[config.mk]
export PLATFORM = sky130hd
export DESIGN_NAME = panel_seq
export DESIGN_NICKNAME = d
export VERILOG_FILES = /design/src/rtl/panel_seq_pkg.sv /design/src/rtl/panel_seq_arb.sv /design/src/rtl/panel_seq_rom.sv /design/src/rtl/panel_seq_delay.sv /design/src/rtl/panel_seq.sv
export SDC_FILE = /design/constraint.sdc
export NUM_CORES = 1
export LEC_CHECK = 0
export ABC_AREA = 1
export BUFFER_PORTS_ARGS = -buffer_cell sky130_fd_sc_hd__buf_4
export CAP_MARGIN = 20
export CELL_PAD_IN_SITES_DETAIL_PLACEMENT = 0
export CELL_PAD_IN_SITES_GLOBAL_PLACEMENT = 1
export CORE_MARGIN = 3
export CORE_UTILIZATION = 44
export CTS_CLUSTER_SIZE = 40
export DETAILED_ROUTE_END_ITERATION = 6
export GPL_TIMING_DRIVEN = 0
export PLACE_DENSITY = 0.86
export SETUP_SLACK_MARGIN = 0.02
export SLEW_MARGIN = 20
export SYNTH_ARGS = -nofsm -noshare
export SYNTH_HDL_FRONTEND = slang
export SYNTH_SLANG_ARGS = --single-unit
export TNS_END_PERCENT = 20
[constraint.sdc]
create_clock -name clk_i -period 4.1 [get_ports clk_i]
set_input_delay 0.41 -clock clk_i [delete_from_list [all_inputs] [get_ports clk_i]]
set_output_delay 0.41 -clock clk_i [all_outputs]
set_load 0.005 [all_outputs]
[src/rtl/panel_seq_pkg.sv]
package panel_seq_pkg;

  localparam int ADDR_W = 8;
  localparam int VAL_W  = 16;
  localparam int LEN_W  = 2;
  localparam int MS_W   = 2;
  localparam int LIST_N = 4;

  typedef struct packed {
    logic [ADDR_W-1:0] addr;
    logic [LEN_W-1:0]  len;
    logic [VAL_W-1:0]  val;
    logic [MS_W-1:0]   wait_ms;
  } step_t;

  // index order is request priority
  typedef enum logic [1:0] {
    L_PWR_UP   = 2'd0,
    L_DISP_ON  = 2'd1,
    L_DISP_OFF = 2'd2,
    L_PWR_DN   = 2'd3
  } list_e;

  typedef enum logic [1:0] {
    S_IDLE, S_ISSUE, S_WAIT, S_FINISH
  } state_e;

  localparam int PU_LEN   = 43;
  localparam int ON_LEN   = 1;
  localparam int OFF_LEN  = 1;
  localparam int PD_LEN   = 3;
  localparam int PU_BASE  = 0;
  localparam int ON_BASE  = PU_BASE + PU_LEN;
  localparam int OFF_BASE = ON_BASE + ON_LEN;
  localparam int PD_BASE  = OFF_BASE + OFF_LEN;
  localparam int STEP_N   = PD_BASE + PD_LEN;
  localparam int IDX_W    = $clog2(STEP_N);

  function automatic logic [IDX_W-1:0] list_first(list_e l);
    case (l)
      L_PWR_UP:   return IDX_W'(PU_BASE);
      L_DISP_ON:  return IDX_W'(ON_BASE);
      L_DISP_OFF: return IDX_W'(OFF_BASE);
      default:    return IDX_W'(PD_BASE);
    endcase
  endfunction

  function automatic logic [IDX_W-1:0] list_last(list_e l);
    case (l)
      L_PWR_UP:   return IDX_W'(PU_BASE + PU_LEN - 1);
      L_DISP_ON:  return IDX_W'(ON_BASE + ON_LEN - 1);
      L_DISP_OFF: return IDX_W'(OFF_BASE + OFF_LEN - 1);
      default:    return IDX_W'(PD_BASE + PD_LEN - 1);
    endcase
  endfunction

endpackage

[src/rtl/panel_seq_arb.sv]
module panel_seq_arb
  import panel_seq_pkg::*;
(
  input  logic [LIST_N-1:0] req_i,
  output logic              any_o,
  output list_e             sel_o
);
  always_comb begin
    sel_o = L_PWR_UP;
    for (int i = LIST_N - 1; i >= 0; i--) begin
      if (req_i[i]) sel_o = list_e'(i);
    end
  end

  assign any_o = |req_i;
endmodule

[src/rtl/panel_seq_rom.sv]
module panel_seq_rom
  import panel_seq_pkg::*;
(
  input  logic [IDX_W-1:0] idx_i,
  output step_t            step_o
);
  function automatic step_t mk(logic [7:0] a, logic [1:0] n, logic [15:0] v, logic [1:0] w);
    step_t s;
    s.addr = a; s.len = n; s.val = v; s.wait_ms = w;
    return s;
  endfunction

  function automatic step_t step_at(logic [IDX_W-1:0] i);
    case (i)
      // power-up: wake pulses, then rails and sleep exit
      6'd0:  return mk(8'h00, 2'd0, 16'h0000, 2'd1);
      6'd1:  return mk(8'h00, 2'd0, 16'h0000, 2'd1);
      6'd2:  return mk(8'h00, 2'd0, 16'h0000, 2'd1);
      6'd3:  return mk(8'hB0, 2'd1, 16'h0017, 2'd0);
      6'd4:  return mk(8'hBC, 2'd1, 16'h0080, 2'd0);
      6'd5:  return mk(8'h3B, 2'd1, 16'h0000, 2'd0);
      6'd6:  return mk(8'hB0, 2'd1, 16'h0016, 2'd0);
      6'd7:  return mk(8'hB8, 2'd2, 16'hFFF9, 2'd0);
      6'd8:  return mk(8'h11, 2'd0, 16'h0000, 2'd0);
      // power-up: register set
      6'd9:  return mk(8'hBA, 2'd1, 16'h0001, 2'd0);
      6'd10: return mk(8'hBB, 2'd1, 16'h0000, 2'd0);
      6'd11: return mk(8'h3A, 2'd1, 16'h0060, 2'd0);
      6'd12: return mk(8'hBF, 2'd1, 16'h0010, 2'd0);
      6'd13: return mk(8'hB1, 2'd1, 16'h0056, 2'd0);
      6'd14: return mk(8'hB2, 2'd1, 16'h0033, 2'd0);
      6'd15: return mk(8'hB3, 2'd1, 16'h0011, 2'd0);
      6'd16: return mk(8'hB3, 2'd1, 16'h0011, 2'd0);
      6'd17: return mk(8'hB4, 2'd1, 16'h0002, 2'd0);
      6'd18: return mk(8'hB5, 2'd1, 16'h002B, 2'd0);
      6'd19: return mk(8'hB6, 2'd1, 16'h0040, 2'd0);
      6'd20: return mk(8'hB7, 2'd1, 16'h0003, 2'd0);
      6'd21: return mk(8'hB9, 2'd1, 16'h0004, 2'd0);
      6'd22: return mk(8'hBD, 2'd1, 16'h0004, 2'd0); // not default, flicker fix
      6'd23: return mk(8'hBE, 2'd1, 16'h0000, 2'd0);
      6'd24: return mk(8'hC0, 2'd1, 16'h0011, 2'd0);
      6'd25: return mk(8'hC1, 2'd1, 16'h0011, 2'd0);
      6'd26: return mk(8'hC2, 2'd1, 16'h0011, 2'd0);
      6'd27: return mk(8'hC3, 2'd2, 16'h2040, 2'd0);
      6'd28: return mk(8'hC4, 2'd2, 16'h60C0, 2'd0);
      6'd29: return mk(8'hC5, 2'd2, 16'h1020, 2'd0);
      6'd30: return mk(8'hC6, 2'd2, 16'h60C0, 2'd0);
      6'd31: return mk(8'hC7, 2'd2, 16'h5533, 2'd0);
      6'd32: return mk(8'hC8, 2'd1, 16'h0000, 2'd0);
      6'd33: return mk(8'hC9, 2'd1, 16'h0000, 2'd0);
      6'd34: return mk(8'hCA, 2'd1, 16'h0000, 2'd0);
      6'd35: return mk(8'hEC, 2'd2, 16'h01F0, 2'd0);
      6'd36: return mk(8'hCF, 2'd1, 16'h0002, 2'd0);
      6'd37: return mk(8'hD0, 2'd2, 16'h0804, 2'd0);
      6'd38: return mk(8'hD1, 2'd1, 16'h0001, 2'd0);
      6'd39: return mk(8'hD2, 2'd2, 16'h0000, 2'd0);
      6'd40: return mk(8'hD3, 2'd2, 16'h0D0E, 2'd0);
      6'd41: return mk(8'hD4, 2'd2, 16'h11A4, 2'd0);
      6'd42: return mk(8'hD5, 2'd1, 16'h000E, 2'd0);
      // display on / off
      6'd43: return mk(8'h29, 2'd0, 16'h0000, 2'd0);
      6'd44: return mk(8'h28, 2'd0, 16'h0000, 2'd0);
      // power-down
      6'd45: return mk(8'hB8, 2'd2, 16'h8002, 2'd0);
      6'd46: return mk(8'h10, 2'd0, 16'h0000, 2'd0);
      6'd47: return mk(8'hB0, 2'd1, 16'h0000, 2'd0);
      default: return '0;
    endcase
  endfunction

  always_comb step_o = step_at(idx_i);
endmodule

[src/rtl/panel_seq_delay.sv]
module panel_seq_delay #(
  parameter int unsigned TICKS = 100_000,
  parameter int          MW    = 2
) (
  input  logic          clk_i,
  input  logic          rst_ni,
  input  logic          start_i,
  input  logic [MW-1:0] ms_i,
  output logic          fin_o
);
  localparam int TW = (TICKS > 1) ? $clog2(TICKS) : 1;

  logic [TW-1:0] tick_q;
  logic [MW-1:0] ms_q;
  logic          run_q;

  assign fin_o = run_q && (tick_q == '0) && (ms_q == '0);

  always_ff @(posedge clk_i or negedge rst_ni) begin
    if (!rst_ni) begin
      run_q  <= 1'b0;
      tick_q <= '0;
      ms_q   <= '0;
    end else if (start_i) begin
      run_q  <= 1'b1;
      tick_q <= TW'(TICKS - 1);
      ms_q   <= ms_i - MW'(1);
    end else if (run_q) begin
      if (tick_q == '0) begin
        if (ms_q == '0) begin
          run_q <= 1'b0;
        end else begin
          ms_q   <= ms_q - MW'(1);
          tick_q <= TW'(TICKS - 1);
        end
      end else begin
        tick_q <= tick_q - TW'(1);
      end
    end
  end
endmodule

[src/rtl/panel_seq.sv]
module panel_seq
  import panel_seq_pkg::*;
#(
  parameter int unsigned CLK_HZ = 100_000_000
) (
  input  logic              clk_i,
  input  logic              rst_ni,
  input  logic              pwr_up_req_i,
  input  logic              disp_on_req_i,
  input  logic              disp_off_req_i,
  input  logic              pwr_dn_req_i,
  output logic              wr_req_o,
  output logic [ADDR_W-1:0] wr_addr_o,
  output logic [LEN_W-1:0]  wr_len_o,
  output logic [VAL_W-1:0]  wr_data_o,
  input  logic              wr_ack_i,
  input  logic              wr_err_i,
  output logic              busy_o,
  output logic              done_o,
  output logic              err_o
);
  localparam int unsigned TICKS_PER_MS = (CLK_HZ >= 1000) ? CLK_HZ / 1000 : 1;

  state_e           state_q;
  logic [IDX_W-1:0] idx_q, last_q;
  logic             abort_q, err_q;
  logic             any_req, dly_start, dly_fin, fail_stop;
  list_e            sel;
  step_t            step;

  panel_seq_arb u_arb (
    .req_i ({pwr_dn_req_i, disp_off_req_i, disp_on_req_i, pwr_up_req_i}),
    .any_o (any_req),
    .sel_o (sel)
  );

  panel_seq_rom u_rom (
    .idx_i  (idx_q),
    .step_o (step)
  );

  panel_seq_delay #(.TICKS(TICKS_PER_MS), .MW(MS_W)) u_dly (
    .clk_i   (clk_i),
    .rst_ni  (rst_ni),
    .start_i (dly_start),
    .ms_i    (step.wait_ms),
    .fin_o   (dly_fin)
  );

  assign fail_stop = wr_ack_i && wr_err_i && abort_q;
  assign dly_start = (state_q == S_ISSUE) && wr_ack_i && !fail_stop && (step.wait_ms != '0);

  always_ff @(posedge clk_i or negedge rst_ni) begin
    if (!rst_ni) begin
      state_q <= S_IDLE;
      idx_q   <= '0;
      last_q  <= '0;
      abort_q <= 1'b0;
      err_q   <= 1'b0;
    end else begin
      case (state_q)
        S_IDLE: if (any_req) begin
          idx_q   <= list_first(sel);
          last_q  <= list_last(sel);
          abort_q <= (sel == L_PWR_UP);
          err_q   <= 1'b0;
          state_q <= S_ISSUE;
        end
        S_ISSUE: if (wr_ack_i) begin
          if (wr_err_i) err_q <= 1'b1;
          if (fail_stop)                 state_q <= S_FINISH;
          else if (step.wait_ms != '0)   state_q <= S_WAIT;
          else if (idx_q == last_q)      state_q <= S_FINISH;
          else                           idx_q   <= idx_q + IDX_W'(1);
        end
        S_WAIT: if (dly_fin) begin
          if (idx_q == last_q) begin
            state_q <= S_FINISH;
          end else begin
            idx_q   <= idx_q + IDX_W'(1);
            state_q <= S_ISSUE;
          end
        end
        default: state_q <= S_IDLE;
      endcase
    end
  end

  assign wr_req_o  = (state_q == S_ISSUE);
  assign wr_addr_o = step.addr;
  assign wr_len_o  = step.len;
  assign wr_data_o = step.val;
  assign busy_o    = (state_q != S_IDLE);
  assign done_o    = (state_q == S_FINISH);
  assign err_o     = err_q;
endmodule

==> metrics.txt, run 1 <==
number of setup buffers added after CTS 0; GPL Wtd Cong 0.957; Critical Path RT 3.69 ns; post_cts resized 0; Mapped Cells 500; worst-path cell chain buf_2 > inv_1 > buf_2 > ha_1 > or2_2 > o221ai_1 > nand2_1 > nand2_1 > buf_4; Post-CTS Hold Buffers 0; Post-Place Setup Slack 1.65 ns; hpwl dp 7.42 mm; drt wl/cell 14.9 um; ys flop type dfrtp_1; initial core utilization 45.7%; Cell Area, Synth 0.00312 mm2; FF-to-FF path depth 12; yosys warns 0; vias in the first global route 3,341; Post-synth EDFFs 0; Ports 38; most frequent cells in the layout 151 x nand2_1, 58 x inv_1, 55 x nor2_1; Reg-to-Reg End u_dly.tick_q[8]; layout cells sized above 1 13.0%; Seq/Total Area, Yosys 27.3%; Max VDD drop 0.267 mV; Fmax 358 MHz; Final Skew 0.00748 ns; top cell type's share of synthesized area 27.3%; max cap viols 0; most area-consuming cells after synthesis dfrtp_1 27%, nand2_1 18%, nand3_1 7.7%; Inserted Diodes 0; Switching Fraction 49.3%; Clock power frac 14.5%; commonest non-fill, non-tap cell in the layout nand2_1; Worst EP arrival 2.38 ns; final hold slack 0.0515 ns; first-pass detailed-route iteration total 5; Yosys reg bits 34; CTS root buffer clkbuf_8; area delta synth->final 17.2%; number of clock sinks 34; die width 90.2 um; crit path capture type primary output; PwrDens 724 mW/mm2; Die Y 90.2 um; crit share post-route 68.1%; Placement Rows 30; Starting DRT DRC Count 245; largest net degree at the start of global routing 35; Vias 3,528; RSZ-0062 raised after global routing false; worst reg2reg setup slack 1.68 ns; Post-Route WL 9.58 mm; Worst-Margin Slew 0.623 ns; Seq. cell area 851 um2; Final ANT Viol Nets 0; worst hold path class in2async; Net Sw Power 1.30 mW; grt ovf 0; Crit-path slowest cell dfrtp_1; Pint 1.34 mW; Finished Cell Area 0.00366 mm2; Slew Limit Fails 0; CP max FO 11; CTS H-tree depth 2; r2r startpoint idx_q[2]; first-pass GRT wire length 15.8 mm; Setup CP Type reg2out; mean post-synth cell area 6.24 um2; Final Hold Viols 0; Total Nets Final 565; Worst Setup Start Kind register; FILL cells 753; relative slew slack 58.4%; clock slew seen by the registers of the worst setup and hold paths 0.08 ns; post-synthesis cell type count 40; Placed Instance Area 0.00352 mm2; CP max stage delay 0.38 ns; Sequential Power Share 21.5%; Multi-input gate area 0.00195 mm2; antenna violations before repair 0; CTS Buffer Depth 2; Buf/Inv on CP 4; Synthesized Nets 521; full die area 0.00814 mm2; Final Worst Setup Slack 1.31 ns; Core Box Area 0.00683 mm2; setup_tns 0 ns; worst skew pair latency 0.30 ns; status finished, final reports clean; CTS buffer count 5; Yosys top cell by area dfrtp_1; gr usage total 23.9%; cell family with most CP delay buffers and inverters; I/O Buffers 37; Final min period 2.79 ns; Comb power frac 63.9%; Leakage Power 1.90 nW; Synth async-reset ratio 100%; number of vias per cell 5.50; Setup-failing EPs final 0; CTS tree built; DRC 0
==> through the flow <==
stage,util [%],cells,total power [mW]
2_1_floorplan,-,500,1.67
3_3_place_gp,51.5,633,2.25
3_5_place_dp,51.5,633,2.25
4_1_cts,53.5,641,2.64
5_1_grt,53.5,641,2.90
6_report,53.5,641,2.65
==> worst max path at each step <==
stage | startpoint | endpoint | slack, ns | depth (start not counted)
after floorplan | idx_q[2] | wr_data_o[4] | 2.06 | 8
after global placement | idx_q[1] | wr_addr_o[1] | 1.62 | 9
after detailed placement | idx_q[1] | wr_addr_o[1] | 1.65 | 9
after CTS | idx_q[1] | wr_addr_o[1] | 1.32 | 9
after global routing | idx_q[1] | wr_addr_o[1] | 1.20 | 9
final | idx_q[2] | wr_data_o[4] | 1.31 | 9
==> Yosys cell counts, drive strengths merged, types with 3 or more instances <==
library cell  number
o22ai              5
clkbuf             3
a21oi             13
ha                13
nor3              10
inv               60
nand3b             3
o211ai             5
dfrtp             34
xor2               5
o221ai             5
o21ai             45
nor2              63
nand2            153
nand3             49
buf               12
nand4              6
==> area by class of cell <==
type | count | share of cell area [%]
repair buffers | 37 | 7.60
flip-flops and latches | 34 | 23.3
inverters | 61 | 6.26
clock inverters | 3 | 1.88
plain buffers | 15 | 2.57
multi-input cells | 390 | 53.3
clock buffers | 5 | 1.88
well taps | 96 | 3.29
==> worst reg2reg max path, delay by kind of cell (launching register included) <==
| family | cells | cell delay [ns] |
|---|---|---|
| fa+ha+maj | 1 | 0.38 |
| buf+inv | 5 | 0.92 |
| flops | 1 | 0.38 |
| simple gates | 6 | 0.68 |
==> registers in the layout, indices dropped and copies added, names as in the netlist <==
| signal | count |
|---|---|
| err_o | 1 |
| abort_q | 1 |
| u_dly.tick_q | 17 |
| u_dly.ms_q | 2 |
| u_dly.run_q | 1 |
| idx_q | 6 |
| state_q | 2 |
| last_q | 4 |
==> cell families after synthesis <==
logic type	count (synthesis)	share of synthesized area, %
adders and majority gates	13	5.21
xor gates and xnor gates	5	1.40
AOI/OAI and AO/OA	86	16.3
buffers and inverters	76	10.3
DFF	34	27.3
and+or+nand+nor	286	39.5
==> routing by layer <==
layer / vias to the layer above / global-route usage [%] / wire (um)
met5: - / 0 / 0
li1: 1725 / - / -
met4: 0 / 13.6 / 336
met3: 29 / 3.51 / 667
met1: 1615 / 29.7 / 4050
met2: 159 / 39.3 / 4530
==> power by group through the flow <==
stage	clock network (mW)	registers (mW)	logic [mW]
finish	0.385	0.571	1.69
global route	0.406	0.589	1.90
CTS	0.389	0.569	1.69
detailed placement	0	0.575	1.68
global placement	0	0.570	1.68
floorplan	0	0.544	1.12
(Power assumes the default switching activity.)
==> run 2, diff against run 1 <==
--- a/config.mk
+++ b/config.mk
@@ -11,11 +11,11 @@
 export CELL_PAD_IN_SITES_DETAIL_PLACEMENT = 0
 export CELL_PAD_IN_SITES_GLOBAL_PLACEMENT = 1
 export CORE_MARGIN = 3
-export CORE_UTILIZATION = 44
+export CORE_UTILIZATION = 37
 export CTS_CLUSTER_SIZE = 40
 export DETAILED_ROUTE_END_ITERATION = 6
 export GPL_TIMING_DRIVEN = 0
-export PLACE_DENSITY = 0.86
+export PLACE_DENSITY = 0.78
 export SETUP_SLACK_MARGIN = 0.02
 export SLEW_MARGIN = 20
 export SYNTH_ARGS = -nofsm -noshare
==> constraint.sdc (replaced) <==
create_clock -name clk_i -period 2.4 [get_ports clk_i]
set_input_delay 0.24 -clock clk_i [delete_from_list [all_inputs] [get_ports clk_i]]
set_output_delay 0.24 -clock clk_i [all_outputs]
set_load 0.005 [all_outputs]
==> metrics.txt, run 2 (synthesis results as in run 1) <==
Worst EP arrival 2.08 ns; CP max stage delay 0.42 ns; crit share post-route 96.7%; Total Nets Final 572; Finished Cell Area 0.00376 mm2; max reg flops 17; FF-to-FF path depth 12; Clock power frac 9.8%; Crit-path slowest cell dfrtp_2; Placed Instance Area 0.00353 mm2; status finished, final reports clean; Slew Limit Fails 0; Total Power 4.55 mW; drt wl/cell 15.1 um; Setup CP Type reg2out; worst reg2reg setup slack 0.19 ns; CTS buffer count 5; area delta synth->final 20.6%; worst skew pair latency 0.30 ns; Max VDD drop 0.495 mV; setup_tns 0 ns; Ports 38; RSZ-0062 raised after global routing true; layout cells sized above 1 16.7%; Critical Path RT 2.16 ns; Net Sw Power 2.33 mW; full die area 0.00957 mm2; max cap viols 0; Fmax 431 MHz; DRC 0; clock slew seen by the registers of the worst setup and hold paths 0.08 ns; crit path capture type primary output; gr usage total 20.3%; worst-path cell chain buf_8 > clkinvlp_4 > ha_4 > inv_1 > o311ai_2 > nand2_1 > o21ai_0 > buf_4; hpwl dp 7.41 mm; cell family with most CP delay buffers and inverters; Starting DRT DRC Count 251; I/O Buffers 37; Die Y 97.8 um; grt ovf 0; Comb power frac 68.7%; PwrDens 1210 mW/mm2; Reg-to-Reg End u_dly.tick_q[8]; first-pass detailed-route iteration total 5; GPL Wtd Cong 0.930; Final Skew 0.00556 ns; WHS Path Cells 3; Worst-Margin Slew 0.562 ns; Seq. cell area 853 um2; Pint 2.23 mW; vias in the first global route 3,289; CTS Buffer Depth 2; Worst setup endpoint wr_data_o[2]; number of vias per cell 5.46; biggest regs u_dly.tick_q (17), idx_q (6), last_q (4); Sequential Power Share 21.6%; Final min period 2.32 ns; most frequent cells in the layout 151 x nand2_1, 55 x nor2_1, 54 x inv_1; largest net degree at the start of global routing 35; worst hold path class in2reg; Buf/Inv on CP 4; CTS root buffer clkbuf_8; Worst Setup Start Kind register; Final ANT Viol Nets 0; Core Box Area 0.00797 mm2; Setup-failing EPs final 0; Switching Fraction 51.1%; Multi-input gate area 0.00200 mm2; Post-Route WL 9.85 mm; Worst Setup SP idx_q[0]; relative slew slack 62.4%; Final Hold Viols 0; die width 97.8 um; Top reg by flops u_dly.tick_q; initial core utilization 39.2%; antenna violations before repair 0; CTS tree built; Vias 3,570; CP max FO 9; Leakage Power 1.93 nW; Placement Rows 32; Inserted Diodes 0; first-pass GRT wire length 16.0 mm; commonest non-fill, non-tap cell in the layout nand2_1; r2r startpoint idx_q[2]; Levels on crit path 8; FILL cells 840; number of clock sinks 34; CTS H-tree depth 2
==> run 2: cell types whose count changed in the layout (fill, tap and decap cells not counted), moves of 3 or more <==
cell,before,now
buf_2,6,3
ha_1,13,10
inv_1,58,54
buf_4,40,47
o21ai_0,41,38
==> run 2: worst reg2reg max path, cell delays in order, from the launching register on <==
cell and delay (ns):
dfrtp_1 0.40, buf_6 0.15, inv_2 0.10, buf_6 0.13
ha_1 0.35, nand3_4 0.14, nor2_4 0.23, nor2_2 0.11
nand2_2 0.10, buf_6 0.15, buf_8 0.15, nand4_1 0.08
nand2_1 0.07
==> run 2: cell type report <==
type	count	area share (%)
sequential	34	22.7
buffer	14	3.03
timing repair buffer	45	9.05
clock inverter	3	0.565
tap	102	3.39
multi-input combinational	390	53.2
inverter	61	6.25
clock buffer	5	1.83
==> run 2: timing repair <==
item                       in CTS  in global routing
hold endpoints to repair       34                  0
setup endpoints to repair      19                 13
setup buffers                   0                  7
hold buffers                    1                  0
resized for setup              13                 16
pin swaps                       0                  1
==> run 2: routing by layer <==
layer / up-vias / wire length, um / GRT usage [%]
li1: 1752 / - / -
met1: 1636 / 4270 / 27.0
met2: 153 / 4570 / 33.7
met3: 29 / 747 / 3.79
met4: 0 / 256 / 5.64
met5: - / 0 / 0
==> run 2: stage by stage <==
| step | instances | utilization (%) | worst slack [ns] | hold WS, ns |
|---|---|---|---|---|
| finish | 654 | 47.2 | 0.0783 | 0.210 |
| global route | 654 | 47.2 | -0.0222 | 0.224 |
| CTS | 648 | 45.9 | 0.00251 | 0.206 |
| detailed placement | 639 | 44.3 | -0.000826 | 0.235 |
| global placement | 639 | 44.3 | -0.0328 | 0.222 |
| floorplan | 500 | - | 0.471 | -0.0556 |
==> run 2: power groups by stage <==
stage / combinational (mW) / clock, mW / sequential, mW
2_1_floorplan: 1.92 / 0 / 0.928
3_3_place_gp: 2.91 / 0 / 0.971
3_5_place_dp: 2.89 / 0 / 0.973
4_1_cts: 2.96 / 0.462 / 0.967
5_1_grt: 3.49 / 0.490 / 1.02
6_report: 3.13 / 0.444 / 0.981
==> run 2: how the worst min path moves through the flow <==
stage,start,end,slack [ns]
2_1_floorplan,rst_ni,abort_q,-0.06
3_3_place_gp,rst_ni,last_q[2],0.22
3_5_place_dp,rst_ni,last_q[2],0.24
4_1_cts,wr_err_i,err_o,0.21
5_1_grt,wr_err_i,err_o,0.22
6_report,wr_err_i,err_o,0.21
